**config.mk**
```make
export PLATFORM = sky130hd
export DESIGN_NAME = refresh_pacer
export DESIGN_NICKNAME = d
export VERILOG_FILES = /design/src/rtl/refresh_pacer.sv
export SDC_FILE = /design/constraint.sdc
export NUM_CORES = 1
export LEC_CHECK = 0
export BUFFER_PORTS_ARGS = -buffer_cell sky130_fd_sc_hd__buf_2
export CORE_MARGIN = 5
export CORE_UTILIZATION = 45
export DETAILED_ROUTE_END_ITERATION = 7
export PLACE_DENSITY = 0.72
export SYNTH_ARGS = -nofsm -noshare
export SYNTH_HDL_FRONTEND = slang
export SYNTH_SLANG_ARGS = --single-unit
```
**constraint.sdc**
```tcl
create_clock -name clk -period 3.7 [get_ports clk]
set_clock_uncertainty 0.15 [all_clocks]
set_input_delay 0.555 -clock clk [delete_from_list [all_inputs] [get_ports clk]]
set_output_delay 0.555 -clock clk [all_outputs]
set_load 0.03 [all_outputs]
```
**src/rtl/refresh_pacer.sv**
```systemverilog
module refresh_pacer #(
  parameter int CLK_KHZ   = 200000,
  parameter int PERIOD_NS = 15625,
  parameter int ROWS      = 1024,
  parameter int MAX_OWED  = 15,
  localparam int INTERVAL = int'((64'(CLK_KHZ) * 64'(PERIOD_NS)) / 64'd1000000),
  localparam int TW       = $clog2(INTERVAL + 1),
  localparam int OW       = $clog2(MAX_OWED + 1),
  localparam int RW       = (ROWS > 1) ? $clog2(ROWS) : 1
) (
  input  logic          clk,
  input  logic          rst_n,
  input  logic          ref_ack,
  output logic          ref_req,
  output logic [OW-1:0] owed,
  output logic          overflow,
  output logic [RW-1:0] row
);

  logic [TW-1:0] timer;
  logic tick, take;

  assign tick    = timer == TW'(INTERVAL - 1);
  assign take    = ref_ack && owed != '0;
  assign ref_req = owed != '0;

  always_ff @(posedge clk) begin
    if (!rst_n) begin
      timer    <= '0;
      owed     <= '0;
      overflow <= 1'b0;
      row      <= '0;
    end else begin
      timer <= tick ? '0 : timer + 1'b1;
      if (take)
        row <= (row == RW'(ROWS - 1)) ? '0 : row + 1'b1;
      if (tick && !take) begin
        if (owed == OW'(MAX_OWED)) overflow <= 1'b1;
        else                       owed     <= owed + 1'b1;
      end else if (take && !tick) begin
        owed <= owed - 1'b1;
      end
    end
  end

endmodule


```
==> metrics.cfg <==
[outcome]
status=finished, final reports clean

[synthesis]
syn_nets=149
syn_area_per_cell_um2=9.27
synth_top_area_share_pct=41.7
synth_area_leader_cell=dfxtp_1
post_synth_num_cell_types=33
synth.area.top_cells=dfxtp_1 42%, xor2_1 7.4%, xnor2_1 6.8%
syn_inst=140
synth.yosys.warnings=0
ys_ff_latch=27
syn-cell-area_mm2=0.00130
synth-seq-area-share_pct=41.7

[sta]
hold_viol_final=0
rsz0062_at_grt=false
worst_pin_slew_ns=0.998
clock.fmax_mhz=354
post-route-period-util_pct=76.3
fin_crit_ns=2.82
slew_violations=0
setup_viol=0
hold-worst-slack_ns=0.327
totalNegativeSetupSlack_ns=0
maxSlewHeadroom_pct=32.6

[grt]
grt_pass1_wl_um=4320
antenna_found_initial=0
overflow=0
grt_max_degree=16
grt_pass1_vias=967
grt_usage_pct=13.0

[worst_setup_path]
crit_path_end_kind=flip-flop
max_stage_delay_ns=0.61
critPathSlowestCell=or4_4
crit_path_cell_trace=o41a_1 -> or4_4 -> ha_1 -> a21o_1 -> a21oi_1 -> nand3_1 -> o21ai_2 -> mux2i_1
ff2ff_path_depth=8
rrSetupSlack_ns=0.88
criticalPathCategory=flip-flop to flip-flop
reg2reg_to=owed[3]$_SDFFE_PN0P_
cp_max_fo=8
worstPathArrival_ns=2.95
critical_path_required_ns=3.83
timing.rr.start=owed[1]$_SDFFE_PN0P_
startpoint_type=flip-flop

[worst_hold_path]
whs_path_depth=1
hold_class=flip-flop to flip-flop
hp-start=timer[0]$_SDFF_PP0_
hold_end=timer[0]$_SDFF_PP0_

[cts]
numCtsBuffers=3
cts_num_sinks=27
clk_pin_slew_ns=0.15
clk_latency_ns=0.33
cts_buffer_depth=2
cts_resized=0
cts_setup_buffers=0
root_buffer=clkbuf_4
cts_tree=built
htreeDepth=1
hold_buffers=0

[die]
num_io_pins=19
dieArea_mm2=0.00406
core_mm2=0.00276
die_w_um=63.7
rows=19
start_util_pct=47.1
die_h_um=63.7

[cells_and_area]
drive_above_1_share_pct=16.9
final_cell_mix=27 x dfxtp_1, 20 x nor2_1, 18 x buf_2
final_common_cell=dfxtp_1
area_delta_synth_final_pct=11.5
diodes=0
nets=170

[detailed_routing]
drt-total-wl_um=2550
drt-initial-drc-count=50
drcViolationCount=0
drtAntennaViolNets=0
vias=1031
vias_per_cell=5.40
firstDrtPassIters=4
wire_per_inst_um=13.3

[power]
peakVddDrop_uv=240
p_leak_uw=0.000623
fin_total_pwr_uw=437
power_density_mw_per_mm2=302

[place]
place.gp.congestion=0.874
io_buffers=18
dpl.hpwl_um=1890

[flow_run]
max_cap_viol_count=0

==> layout make-up <==
cell class,instances,area (um^2)
Fill cell,264,1310
Multi-Input combinational cell,108,738
Sequential cell,27,541
Timing Repair Buffer,18,90.1
Tap cell,31,38.8
Clock buffer,3,22.5
Inverter,3,11.3
Clock inverter,1,5.00
==> how the worst max path moves through the flow <==
stage                                       to            startpoint  slack (ns)  cells after the start
after floorplan           owed[3]$_SDFFE_PN0P_  owed[1]$_SDFFE_PN0P_        0.91                      8
after global placement    owed[3]$_SDFFE_PN0P_  owed[1]$_SDFFE_PN0P_        0.93                      8
after detailed placement  owed[3]$_SDFFE_PN0P_  owed[1]$_SDFFE_PN0P_        0.89                      8
after CTS                 owed[3]$_SDFFE_PN0P_  owed[1]$_SDFFE_PN0P_        0.88                      8
after global routing      owed[3]$_SDFFE_PN0P_  owed[1]$_SDFFE_PN0P_        0.78                      8
final                     owed[3]$_SDFFE_PN0P_  owed[1]$_SDFFE_PN0P_        0.88                      8
==> logic make-up (layout without fill, tap and decap cells) <==
kind of cell | count (synthesis) | in the layout | synth area share [%]
buf+inv | 5 | 25 | 1.45
mux | 2 | 2 | 2.51
compound gates | 10 | 10 | 5.50
fa+ha+maj | 6 | 6 | 6.36
flops | 27 | 27 | 41.7
xor+xnor | 21 | 21 | 14.2
simple gates | 69 | 69 | 28.4
==> Yosys cell counts, drive strengths merged <==
master and n:
inv 3, xnor2 10, xor2 11, and3 6, nand2 11, nand3 12
a21o 1, clkbuf 2, o41a 1, dfxtp 27, and2 6, or4b 1
a21boi 1, o21ai 4, nand3b 1, ha 5, fa 1, or3 1
nor2 20, o41ai 1, or4 2, nand4 3, nand4b 1, a21oi 1
nand2b 2, and4 1, mux2i 2, nor2b 2, o21a 1
==> report_power, final <==
part | total [uW] | switching, uW | leakage, uW | internal, uW
sequential | 296 | 2.66 | 0.000218 | 294
clock | 128 | 87.1 | 0.0000177 | 40.6
combinational | 13.5 | 8.54 | 0.000388 | 4.94
total | 437 | 98.4 | 0.000623 | 339
==> registers in the layout, summed over array words and instances, names as in the netlist <==
| register | cells |
|---|---|
| timer | 12 |
| row | 10 |
| owed | 4 |
| overflow | 1 |
==> critical path, delay by kind of cell, from the launching register on <==
family / cells / cell delay (ns)
AOI/OAI and AO/OA: 4 / 1.01
and+or+nand+nor: 2 / 0.73
DFF: 1 / 0.42
adders and majority gates: 1 / 0.30
muxes: 1 / 0.18
==> per-layer routing <==
metal / global-route usage (%) / part of all wire (%) / wire length, um
met1: 15.2 / 45 / 1160
met2: 22.0 / 47 / 1210
met3: 5.15 / 6.1 / 154
met4: 3.38 / 1.1 / 28
met5: 0 / 0 / 0
==> per-stage QoR <==
step / cell area, um^2 / instances / utilization, % / setup WS [ns]
6_report: 1450 / 191 / 52.5 / 0.876
3_5_place_dp: 1420 / 187 / 51.5 / 0.892
4_1_cts: 1450 / 191 / 52.5 / 0.876
5_1_grt: 1450 / 191 / 52.5 / 0.784
3_3_place_gp: 1420 / 187 / 51.5 / 0.932
2_1_floorplan: 1300 / 140 / - / 0.907
Power figures use the tool's default switching activity.
